`config.mk`:
```
export PLATFORM = sky130hd
export DESIGN_NAME = sys_ctrl_gate
export DESIGN_NICKNAME = d
export VERILOG_FILES = /design/src/rtl/sctl_pkg.sv /design/src/rtl/sctl_regs.sv /design/src/rtl/sctl_exc_arb.sv /design/src/rtl/sys_ctrl_gate.sv
export SDC_FILE = /design/constraint.sdc
export NUM_CORES = 1
export LEC_CHECK = 0
export ABC_AREA = 1
export BUFFER_PORTS_ARGS = -buffer_cell sky130_fd_sc_hd__buf_2
export CORE_MARGIN = 2
export CORE_UTILIZATION = 45
export DETAILED_ROUTE_END_ITERATION = 8
export MAX_ROUTING_LAYER = met4
export PLACE_DENSITY_LB_ADDON = 0.08
export SYNTH_ARGS = -nofsm -noshare
export SYNTH_HDL_FRONTEND = slang
export SYNTH_SLANG_ARGS = --single-unit
```
`constraint.sdc`:
```
create_clock -name clk -period 1.3 [get_ports clk]
set_input_delay 0.26 -clock clk [delete_from_list [all_inputs] [get_ports clk]]
set_output_delay 0.26 -clock clk [all_outputs]
set_load 0.02 [all_outputs]
```
`src/rtl/sctl_pkg.sv`:
```
// Package: shared types and constants for the system control unit.
// Assumes 32-bit registers and an 8-bit exception vector.
package sctl_pkg;
    localparam int unsigned XLEN   = 32;
    localparam int unsigned SLOT_W = 3;
    localparam int unsigned VEC_W  = 8;

    // Control-word bit positions; software and neighbours decode these.
    localparam int unsigned CW_PE = 0;
    localparam int unsigned CW_MP = 1;
    localparam int unsigned CW_EM = 2;
    localparam int unsigned CW_TS = 3;
    localparam int unsigned CW_ET = 4;
    localparam int unsigned CW_PG = 31;

    // Register slots.
    localparam logic [SLOT_W-1:0] SLOT_CTRL  = 3'd0;
    localparam logic [SLOT_W-1:0] SLOT_RSVD  = 3'd1;
    localparam logic [SLOT_W-1:0] SLOT_FAULT = 3'd2;
    localparam logic [SLOT_W-1:0] SLOT_PDIR  = 3'd3;
    localparam logic [SLOT_W-1:0] SLOT_FLAGS = 3'd4;

    // Fixed exception vectors.
    localparam logic [VEC_W-1:0] VEC_STEP  = 8'd1;
    localparam logic [VEC_W-1:0] VEC_NODEV = 8'd11;
    localparam logic [VEC_W-1:0] VEC_PFLT  = 8'd14;

    typedef struct packed {
        logic pg;
        logic et;
        logic ts;
        logic em;
        logic mp;
        logic pe;
    } ctrl_word_t;
endpackage

```
`src/rtl/sctl_regs.sv`:
```
// Module: architectural control registers and software read mux.
// Holds the control word, fault address, page-directory base and flags.
// Assumes single-cycle write strobes and combinational reads.
module sctl_regs
    import sctl_pkg::*;
#(
    parameter int unsigned DW       = XLEN,
    parameter int unsigned AW       = SLOT_W,
    parameter int unsigned PDIR_LSB = 12
) (
    input  logic          clk,
    input  logic          rst_n,
    input  logic          ext_type_strap,
    input  logic          task_switch,
    input  logic          clr_ts_cmd,
    input  logic          pf_valid,
    input  logic [DW-1:0] pf_addr,
    input  logic          set_if_cmd,
    input  logic          clr_if_cmd,
    input  logic          sw_wr_en,
    input  logic [AW-1:0] sw_wr_addr,
    input  logic [DW-1:0] sw_wdata,
    input  logic [AW-1:0] sw_rd_addr,
    output logic [DW-1:0] sw_rdata,
    output ctrl_word_t    cw_o,
    output logic          if_flag,
    output logic          tf_flag
);
    localparam int unsigned PDIR_W = DW - PDIR_LSB;

    ctrl_word_t        cw_q;
    logic [DW-1:0]     fault_q;
    logic [PDIR_W-1:0] pdir_q;
    logic              if_q;
    logic              tf_q;
    logic              wr_ctrl;
    logic              wr_pdir;
    logic              wr_flags;

    // Decode which register a software write targets.
    always_comb begin
        wr_ctrl  = sw_wr_en && (sw_wr_addr == SLOT_CTRL);
        wr_pdir  = sw_wr_en && (sw_wr_addr == SLOT_PDIR);
        wr_flags = sw_wr_en && (sw_wr_addr == SLOT_FLAGS);
    end

    // Software-writable control bits and the hardware-owned task-switched bit.
    always_ff @(posedge clk) begin
        if (!rst_n) begin
            cw_q    <= '0;
            cw_q.et <= ext_type_strap;
        end else begin
            if (wr_ctrl) begin
                cw_q.pe <= sw_wdata[CW_PE];
                cw_q.mp <= sw_wdata[CW_MP];
                cw_q.em <= sw_wdata[CW_EM];
                cw_q.pg <= sw_wdata[CW_PG];
            end
            if (task_switch)     cw_q.ts <= 1'b1;
            else if (clr_ts_cmd) cw_q.ts <= 1'b0;
        end
    end

    // Capture the faulting linear address; software cannot write it.
    always_ff @(posedge clk) begin
        if (!rst_n)        fault_q <= '0;
        else if (pf_valid) fault_q <= pf_addr;
    end

    // Page-directory base, aligned: only the upper bits are stored.
    always_ff @(posedge clk) begin
        if (!rst_n)       pdir_q <= '0;
        else if (wr_pdir) pdir_q <= sw_wdata[DW-1:PDIR_LSB];
    end

    // Interrupt flag by command (clear wins); trap flag by software write.
    always_ff @(posedge clk) begin
        if (!rst_n) begin
            if_q <= 1'b0;
            tf_q <= 1'b0;
        end else begin
            if (clr_if_cmd)      if_q <= 1'b0;
            else if (set_if_cmd) if_q <= 1'b1;
            if (wr_flags)        tf_q <= sw_wdata[1];
        end
    end

    // Read mux; reserved and unused slots return zero.
    always_comb begin
        sw_rdata = '0;
        unique case (sw_rd_addr)
            SLOT_CTRL: begin
                sw_rdata[CW_PE] = cw_q.pe;
                sw_rdata[CW_MP] = cw_q.mp;
                sw_rdata[CW_EM] = cw_q.em;
                sw_rdata[CW_TS] = cw_q.ts;
                sw_rdata[CW_ET] = cw_q.et;
                sw_rdata[CW_PG] = cw_q.pg;
            end
            SLOT_FAULT: sw_rdata = fault_q;
            SLOT_PDIR:  sw_rdata = {pdir_q, {PDIR_LSB{1'b0}}};
            SLOT_FLAGS: sw_rdata[1:0] = {tf_q, if_q};
            default:    sw_rdata = '0;
        endcase
    end

    assign cw_o    = cw_q;
    assign if_flag = if_q;
    assign tf_flag = tf_q;

    AST_TS_STICKY: assert property (@(posedge clk) disable iff (!rst_n)
        (cw_q.ts && !clr_ts_cmd) |=> cw_q.ts);
    AST_TS_CLEAR: assert property (@(posedge clk) disable iff (!rst_n)
        (clr_ts_cmd && !task_switch) |=> !cw_q.ts);
    AST_FAULT_HOLD: assert property (@(posedge clk) disable iff (!rst_n)
        !pf_valid |=> $stable(fault_q));
    AST_ET_FIXED: assert property (@(posedge clk) disable iff (!rst_n)
        1'b1 |=> $stable(cw_q.et));
    AST_RSVD_ZERO: assert property (@(posedge clk) disable iff (!rst_n)
        (sw_rd_addr == SLOT_RSVD) |-> (sw_rdata == '0));
endmodule

```
`src/rtl/sctl_exc_arb.sv`:
```
// Module: event-to-exception arbiter.
// Chooses at most one winner per cycle by fixed priority and registers a
// one-cycle request with its vector, or an interrupt acknowledge.
// Assumes gating bits are the register values of the same cycle.
module sctl_exc_arb
    import sctl_pkg::*;
#(
    parameter int unsigned VW = VEC_W
) (
    input  logic          clk,
    input  logic          rst_n,
    input  logic          pf_valid,
    input  logic          fp_issue,
    input  logic          retire_pulse,
    input  logic          irq_line,
    input  logic          em_bit,
    input  logic          tf_flag,
    input  logic          if_flag,
    output logic          exc_req,
    output logic [VW-1:0] exc_vec,
    output logic          irq_ack
);
    logic          win_req;
    logic [VW-1:0] win_vec;
    logic          win_ack;

    // Priority chain: fault, no-device, single-step, then interrupt.
    always_comb begin
        win_req = 1'b1;
        win_vec = '0;
        win_ack = 1'b0;
        if (pf_valid)                   win_vec = VW'(VEC_PFLT);
        else if (fp_issue && em_bit)    win_vec = VW'(VEC_NODEV);
        else if (retire_pulse && tf_flag) win_vec = VW'(VEC_STEP);
        else begin
            win_req = 1'b0;
            win_ack = irq_line && if_flag;
        end
    end

    // Register the winner so outputs are clean one-cycle pulses.
    always_ff @(posedge clk) begin
        if (!rst_n) begin
            exc_req <= 1'b0;
            exc_vec <= '0;
            irq_ack <= 1'b0;
        end else begin
            exc_req <= win_req;
            exc_vec <= win_vec;
            irq_ack <= win_ack;
        end
    end

    AST_PF_WINS: assert property (@(posedge clk) disable iff (!rst_n)
        pf_valid |=> (exc_req && exc_vec == VW'(VEC_PFLT)));
    AST_VEC_LEGAL: assert property (@(posedge clk) disable iff (!rst_n)
        exc_req |-> (exc_vec == VW'(VEC_STEP) || exc_vec == VW'(VEC_NODEV)
                     || exc_vec == VW'(VEC_PFLT)));
    AST_IDLE_VEC: assert property (@(posedge clk) disable iff (!rst_n)
        !exc_req |-> (exc_vec == '0));
    AST_ACK_EXCL: assert property (@(posedge clk) disable iff (!rst_n)
        !(exc_req && irq_ack));
    AST_IF_GATE: assert property (@(posedge clk) disable iff (!rst_n)
        !if_flag |=> !irq_ack);
endmodule

```
`src/rtl/sys_ctrl_gate.sv`:
```
// Module: top of the system control and exception gating unit.
// Joins the register file and the arbiter; mode enables come from the
// control word. Assumes all event inputs are single-cycle pulses.
module sys_ctrl_gate
    import sctl_pkg::*;
(
    input  logic              clk,
    input  logic              rst_n,
    input  logic              ext_type_strap,
    input  logic              retire_pulse,
    input  logic              fp_issue,
    input  logic              task_switch,
    input  logic              pf_valid,
    input  logic [XLEN-1:0]   pf_addr,
    input  logic              clr_ts_cmd,
    input  logic              set_if_cmd,
    input  logic              clr_if_cmd,
    input  logic              irq_line,
    input  logic              sw_wr_en,
    input  logic [SLOT_W-1:0] sw_wr_addr,
    input  logic [XLEN-1:0]   sw_wdata,
    input  logic [SLOT_W-1:0] sw_rd_addr,
    output logic [XLEN-1:0]   sw_rdata,
    output logic              exc_req,
    output logic [VEC_W-1:0]  exc_vec,
    output logic              irq_ack,
    output logic              prot_mode,
    output logic              paging_en
);
    ctrl_word_t cw;
    logic       if_flag;
    logic       tf_flag;

    sctl_regs #(.DW(XLEN), .AW(SLOT_W), .PDIR_LSB(12)) u_regs (
        .clk            (clk),
        .rst_n          (rst_n),
        .ext_type_strap (ext_type_strap),
        .task_switch    (task_switch),
        .clr_ts_cmd     (clr_ts_cmd),
        .pf_valid       (pf_valid),
        .pf_addr        (pf_addr),
        .set_if_cmd     (set_if_cmd),
        .clr_if_cmd     (clr_if_cmd),
        .sw_wr_en       (sw_wr_en),
        .sw_wr_addr     (sw_wr_addr),
        .sw_wdata       (sw_wdata),
        .sw_rd_addr     (sw_rd_addr),
        .sw_rdata       (sw_rdata),
        .cw_o           (cw),
        .if_flag        (if_flag),
        .tf_flag        (tf_flag)
    );

    sctl_exc_arb #(.VW(VEC_W)) u_arb (
        .clk          (clk),
        .rst_n        (rst_n),
        .pf_valid     (pf_valid),
        .fp_issue     (fp_issue),
        .retire_pulse (retire_pulse),
        .irq_line     (irq_line),
        .em_bit       (cw.em),
        .tf_flag      (tf_flag),
        .if_flag      (if_flag),
        .exc_req      (exc_req),
        .exc_vec      (exc_vec),
        .irq_ack      (irq_ack)
    );

    // Mode enables are direct views of the control word.
    always_comb begin
        prot_mode = cw.pe;
        paging_en = cw.pg;
    end
endmodule

```
# Yosys cells after proc, flatten, opt, wreduce, memory -nomap -nowiden
# Cells that the tools add are included.
# word_totals
reg_bits,70
latchBits,0
ram_bits,0
rom_bits,0
output_inout_bits,44
elab_cells,46
memories,0
# op_classes
n_addsub,0
mul,0
div,0
n_lt_le_gt_ge,0
eq_ne,5
shifts,0
mux,12
bitwise_logic,1
n_reduce_logical,13
# op_table
op,count
case mux 26 bit (2 select lines),1
"equality test 3 x 2 -> 1 bit, second input constant",3
two-way mux 4 bit,2
"equality test 3 bit, second input constant",2
logical AND 1 bit,6
zero test 3 bit,2
two-way mux 1 bit,6
case mux 2 bit (3 select lines),1
case mux 3 bit (2 select lines),1
OR reduction 2 bit,2
OR reduction 4 bit,1
case mux 1 bit (3 select lines),1
OR reduction 3 bit,1
nonzero test 2 bit,1
inverter 1 bit,1

# Longest topological paths before layout
# logic_depth
depth_word,4
mapped_depth,6

# Cells and area by module
# Synthesis repeated with hierarchy kept, for this count alone.
# hier_totals
cells_unflattened,440
hier_area_um2,2970.3
# modules_own_cells
mod,instances,cells_per_inst,area_per_inst_um2
sctl_regs,1,414,2765.2
sctl_exc_arb,1,26,205.2

# Least setup slack after synthesis
# Ideal clock, no wire load.
# synth_path
path_kind,input -> output
start,input sw_rd_addr[0]
end,output sw_rdata[2]
t_arrival_ns,1.097
t_required_ns,1.040
slack_ns,-0.057
cell_stages,4
path_buffers,1
cell_sequence,nor2_2 -> nand2_1 -> buf_6 -> o21ai_0
# synth_between
elab_chain_cells,2
elab_cells_between_ends,3
classes_between,eq/ne (1); mux (1); reduce/logical (1)
# synth_rtl
element,line_no,rtl
from (decl),sys_ctrl_gate.sv:22,"input logic [SLOT_W-1:0] sw_rd_addr,"
equality test 3 x 2 -> 1 bit / zero test 3 bit (equally long branches),sctl_regs.sv:91,unique case (sw_rd_addr)
case mux 3 bit (2 select lines) (*),sctl_regs.sv:91,
to (decl),sys_ctrl_gate.sv:23,"output logic [XLEN-1:0] sw_rdata,"
# Mark *: on every way between the ends. The rest lies on a longest branch, timed or not.

# Worst setup path in the final report
# layout_path
start,input sw_rd_addr[0]
end,output sw_rdata[12]
# layout_between
elab_chain_cells,2
elab_cells_between_ends,3
classes_between,eq/ne (2); mux (1)
# layout_rtl
element,line_no
equality test 3 x 2 -> 1 bit,sctl_regs.sv:91
case mux 26 bit (2 select lines) (*),sctl_regs.sv:91
# Marked as above.

==> Implementation_results.wiki <==
{| class="wikitable"
! Metric !! Value
|-
| Crit Path Class || in -> out
|-
| Synth top area cells || sky130_fd_sc_hd__dfxtp_1 45%, sky130_fd_sc_hd__inv_1 11%, sky130_fd_sc_hd__nand2_1 10%
|-
| Clock skew || 4.18 ps
|-
| Final weighted congestion in routability-driven placement || 0.912
|-
| Post-Place Setup Slack || -126 ps
|-
| Initial Util || 0.473
|-
| Cell row count || 28
|-
| Total congestion overflow || 0
|-
| Number of antenna violations at the first check in global routing || 0
|-
| Worst path cell trace || buf_8 > buf_6 > nand3_4 > buf_12 > o22ai_1 > buf_4
|-
| Mean post-synth cell area || 6.84 um^2
|-
| Post-synth design cell area || 0.00283 mm^2
|-
| Average routed wire per standard cell || 11.9 um
|-
| Wire length of the first global-routing pass || 11800 um
|-
| Count of hold buffers inserted by post-cts repair || 0
|-
| CTS root buf || sky130_fd_sc_hd__clkbuf_8
|-
| CTS sink cnt || 65
|-
| Slowest cell on the critical path || sky130_fd_sc_hd__buf_12
|-
| Endpoint of the most critical register-to-register path || u_arb.exc_vec[0]
|-
| Aggregate routed wire length || 7300 um
|-
| Routed vias || 2860
|-
| Final HPWL DP || 4990 um
|-
| Setup repair after global routing missed its margin || yes
|-
| Number of buffer and inverter stages on the critical path || 4
|-
| Worst Path Arrival || 1120 ps
|-
| CTS clock-pin slew for the worst setup and hold paths || 80 ps
|-
| Biggest fanout along the worst timing path || 10
|-
| Area of the core region || 0.00599 mm^2
|-
| Post-route cell area || 0.00416 mm^2
|-
| Data required time at the worst endpoint || 1040 ps
|-
| Reg2reg path depth || 4
|-
| CTS H-tree lvls || 3
|-
| Clock latency on the worst-skew pair || 340 ps
|-
| Worst supply voltage drop on vdd || 1.10 mV
|-
| Violations in the final reports || negative setup slack
|-
| Routed vias/inst || 4.64
|-
| Fraction of final layout cells with drive strength greater than 1 || 0.342
|-
| Vias in the first global route || 2649
|-
| Hold endpoint || u_regs.if_flag
|-
| Distinct cells, synth || 18
|-
| Die Height || 83.3 um
|-
| Pre-antenna DRT Iters || 4
|-
| Number of flip-flops and latches in the synthesized netlist || 65
|-
| Lkg Pwr || 2.00 nW
|-
| Pins over their slew limit || 0
|-
| Fin worst setup slack || -82.2 ps
|-
| Start point of the worst hold path || clr_if_cmd
|-
| Total routing resource utilization after global routing || 0.216
|-
| Maximum number of pins on one net before global-route repair || 30
|-
| Remaining antenna violation count after routing || 0
|-
| Final antenna diode count || 0
|-
| Run status || complete, but fails checks
|-
| Num CTS Buffers || 9
|-
| Number of nets in the finished design || 618
|-
| Final critical delay including setup and external delays || 1380 ps
|-
| Final count of negative-setup-slack endpoints || 20
|-
| Largest area contributor in the synthesized netlist || sky130_fd_sc_hd__dfxtp_1
|-
| DIE AREA || 0.00695 mm^2
|-
| Power density of the placed cells || 1130 mW/mm^2
|-
| Capturing element type of the critical path || output pin
|-
| Top FF cell, synth || sky130_fd_sc_hd__dfxtp_1
|-
| Async set-or-reset flop fraction in the synthesized netlist || 0
|-
| Top-Level Pins || 126
|-
| Max Clk Rate || 0.723 GHz
|-
| Number of warnings reported in the yosys synthesis log || 0
|-
| Sequential element share of the synthesized area || 0.463
|-
| Top cell family by delay on the critical path || buffers and inverters
|-
| P&R area growth vs syn || 46.9%
|-
| Max incr delay on CP || 190 ps
|-
| Setup slack on the worst flop-to-flop path || 380 ps
|-
| Cell area after placement || 0.00356 mm^2
|-
| Top post-synthesis cells by count || 85 x sky130_fd_sc_hd__inv_1, 76 x sky130_fd_sc_hd__nand2_1, 64 x sky130_fd_sc_hd__dfxtp_1
|-
| Number of maximum-capacitance constraint violations || 0
|-
| Crit Reg-Reg Startpoint || u_regs.tf_flag
|-
| DRC violations left || 0
|-
| Die width || 83.3 um
|-
| Clock tree from TritonCTS || done
|-
| Maximum root-to-sink buffer count || 2
|-
| Class of the tightest hold or removal check || in -> reg
|-
| Post-route clock period utilization || 1.06
|-
| Layout Utilization || 0.695
|-
| Sort of element at the start of the critical path || input pin
|-
| Synthesized instance count || 414
|-
| Port Buf Inserts || 112
|-
| Number of hold-slack violations in the final timing report || 0
|-
| Fraction of synthesized cell area taken by the top area cell type || 0.452
|-
| Most frequently used cell type in the post-synthesis netlist || sky130_fd_sc_hd__inv_1
|-
| Hold Path Cell Cnt || 2
|-
| Count of routing violations after the opening detailed-route iteration || 159
|-
| Number of enable-type register cells in the synthesized netlist || 1
|}
[worst max path at each step]
stage | startpoint | endpoint | slack [ps] | cells after the start
6_report | sw_rd_addr[0] | sw_rdata[12] | -80 | 6
5_1_grt | sw_rd_addr[0] | sw_rdata[28] | -100 | 6
4_1_cts | sw_rd_addr[0] | sw_rdata[19] | -80 | 6
3_5_place_dp | sw_rd_addr[0] | sw_rdata[22] | -130 | 6
3_3_place_gp | sw_rd_addr[0] | sw_rdata[22] | -110 | 6
2_1_floorplan | sw_rd_addr[0] | sw_rdata[2] | -60 | 4
[cell type report]
| class | count | area [um^2] |
|---|---|---|
| flip-flops and latches | 65 | 1330 |
| repair buffers | 133 | 1000 |
| multi-input cells | 242 | 1180 |
| clock inverters | 6 | 88.8 |
| well taps | 75 | 93.8 |
| inverters | 85 | 327 |
| fillers | 529 | 1830 |
| clock buffers | 10 | 138 |
[power breakdown]
group          internal [mW]  switching [mW]  total (mW)  leakage (nW)
registers               2.10          0.0388        2.14         0.541
clock network           1.13           0.787        1.92         0.109
logic                  0.285           0.348       0.633          1.35
total                   3.52            1.17        4.69          2.00
[stage by stage]
| stage | total power [mW] | hold WS [ps] | cells | setup TNS (ps) |
|---|---|---|---|---|
| 2_1_floorplan | 2.49 | 337 | 417 | -501 |
| 3_3_place_gp | 2.71 | 422 | 594 | -1110 |
| 3_5_place_dp | 2.72 | 429 | 594 | -1370 |
| 4_1_cts | 4.69 | 57.7 | 613 | -970 |
| 5_1_grt | 4.90 | 62.9 | 616 | -1710 |
| 6_report | 4.69 | 65.1 | 616 | -949 |
[cell usage in the layout, fill, tap and decap left out, types with 2 or more instances in the layout]
| cell type | synthesis | routed |
|---|---|---|
| sky130_fd_sc_hd__buf_16 | 0 | 2 |
| sky130_fd_sc_hd__bufinv_16 | 0 | 2 |
| sky130_fd_sc_hd__nand3_1 | 37 | 33 |
| sky130_fd_sc_hd__nand2_1 | 76 | 75 |
| sky130_fd_sc_hd__o22ai_2 | 0 | 8 |
| sky130_fd_sc_hd__dfxtp_2 | 0 | 15 |
| sky130_fd_sc_hd__buf_6 | 3 | 16 |
| sky130_fd_sc_hd__buf_2 | 11 | 77 |
| sky130_fd_sc_hd__nand3_2 | 1 | 4 |
| sky130_fd_sc_hd__clkbuf_8 | 0 | 10 |
| sky130_fd_sc_hd__clkinvlp_4 | 0 | 2 |
| sky130_fd_sc_hd__nor2_1 | 63 | 63 |
| sky130_fd_sc_hd__o22ai_1 | 19 | 9 |
| sky130_fd_sc_hd__nor3_1 | 3 | 2 |
| sky130_fd_sc_hd__conb_1 | 1 | 4 |
| sky130_fd_sc_hd__dfxtp_1 | 64 | 49 |
| sky130_fd_sc_hd__buf_12 | 0 | 7 |
| sky130_fd_sc_hd__a21oi_1 | 2 | 2 |
| sky130_fd_sc_hd__o21ai_1 | 0 | 3 |
| sky130_fd_sc_hd__nor2_2 | 2 | 2 |
| sky130_fd_sc_hd__o21ai_0 | 34 | 31 |
| sky130_fd_sc_hd__o22ai_4 | 0 | 2 |
| sky130_fd_sc_hd__buf_4 | 5 | 30 |
| sky130_fd_sc_hd__inv_1 | 85 | 83 |
[layer usage]
metal  vias up  track usage  wire length [um]
li1       1505            -                 -
met1      1260        0.263              3310
met2        86        0.337              3460
met3         9       0.0616               426
met4         0       0.0894               109
met5         -            -                 0
[flip-flops by register name, indices dropped and copies added (netlist names)]
| name | count |
|---|---|
| u_arb.exc_req | 1 |
| u_arb.exc_vec | 3 |
| u_arb.irq_ack | 1 |
| u_regs.cw_o | 6 |
| u_regs.fault_q | 32 |
| u_regs.if_flag | 1 |
| u_regs.pdir_q | 20 |
| u_regs.tf_flag | 1 |
[worst reg2reg max path, cell delays in order, from the launching register on]
cell and delay [ps]:
sky130_fd_sc_hd__dfxtp_2 360, sky130_fd_sc_hd__inv_1 50, sky130_fd_sc_hd__o21ai_0 280, sky130_fd_sc_hd__inv_1 80, sky130_fd_sc_hd__nor2_1 90
[cell families after synthesis]
logic type      count (synthesis)  synth area share
simple gates                  183             0.265
buf+inv                       110             0.165
other cells                     1           0.00132
flops                          65             0.463
compound gates                 55             0.106
[repair_timing]
action	4_1_cts	5_1_grt
pin swaps	1	6
cloned	2	0
setup endpoints to repair	26	32
buffers inserted	1	3
gates resized for setup	47	50
(Power assumes the default switching activity.)
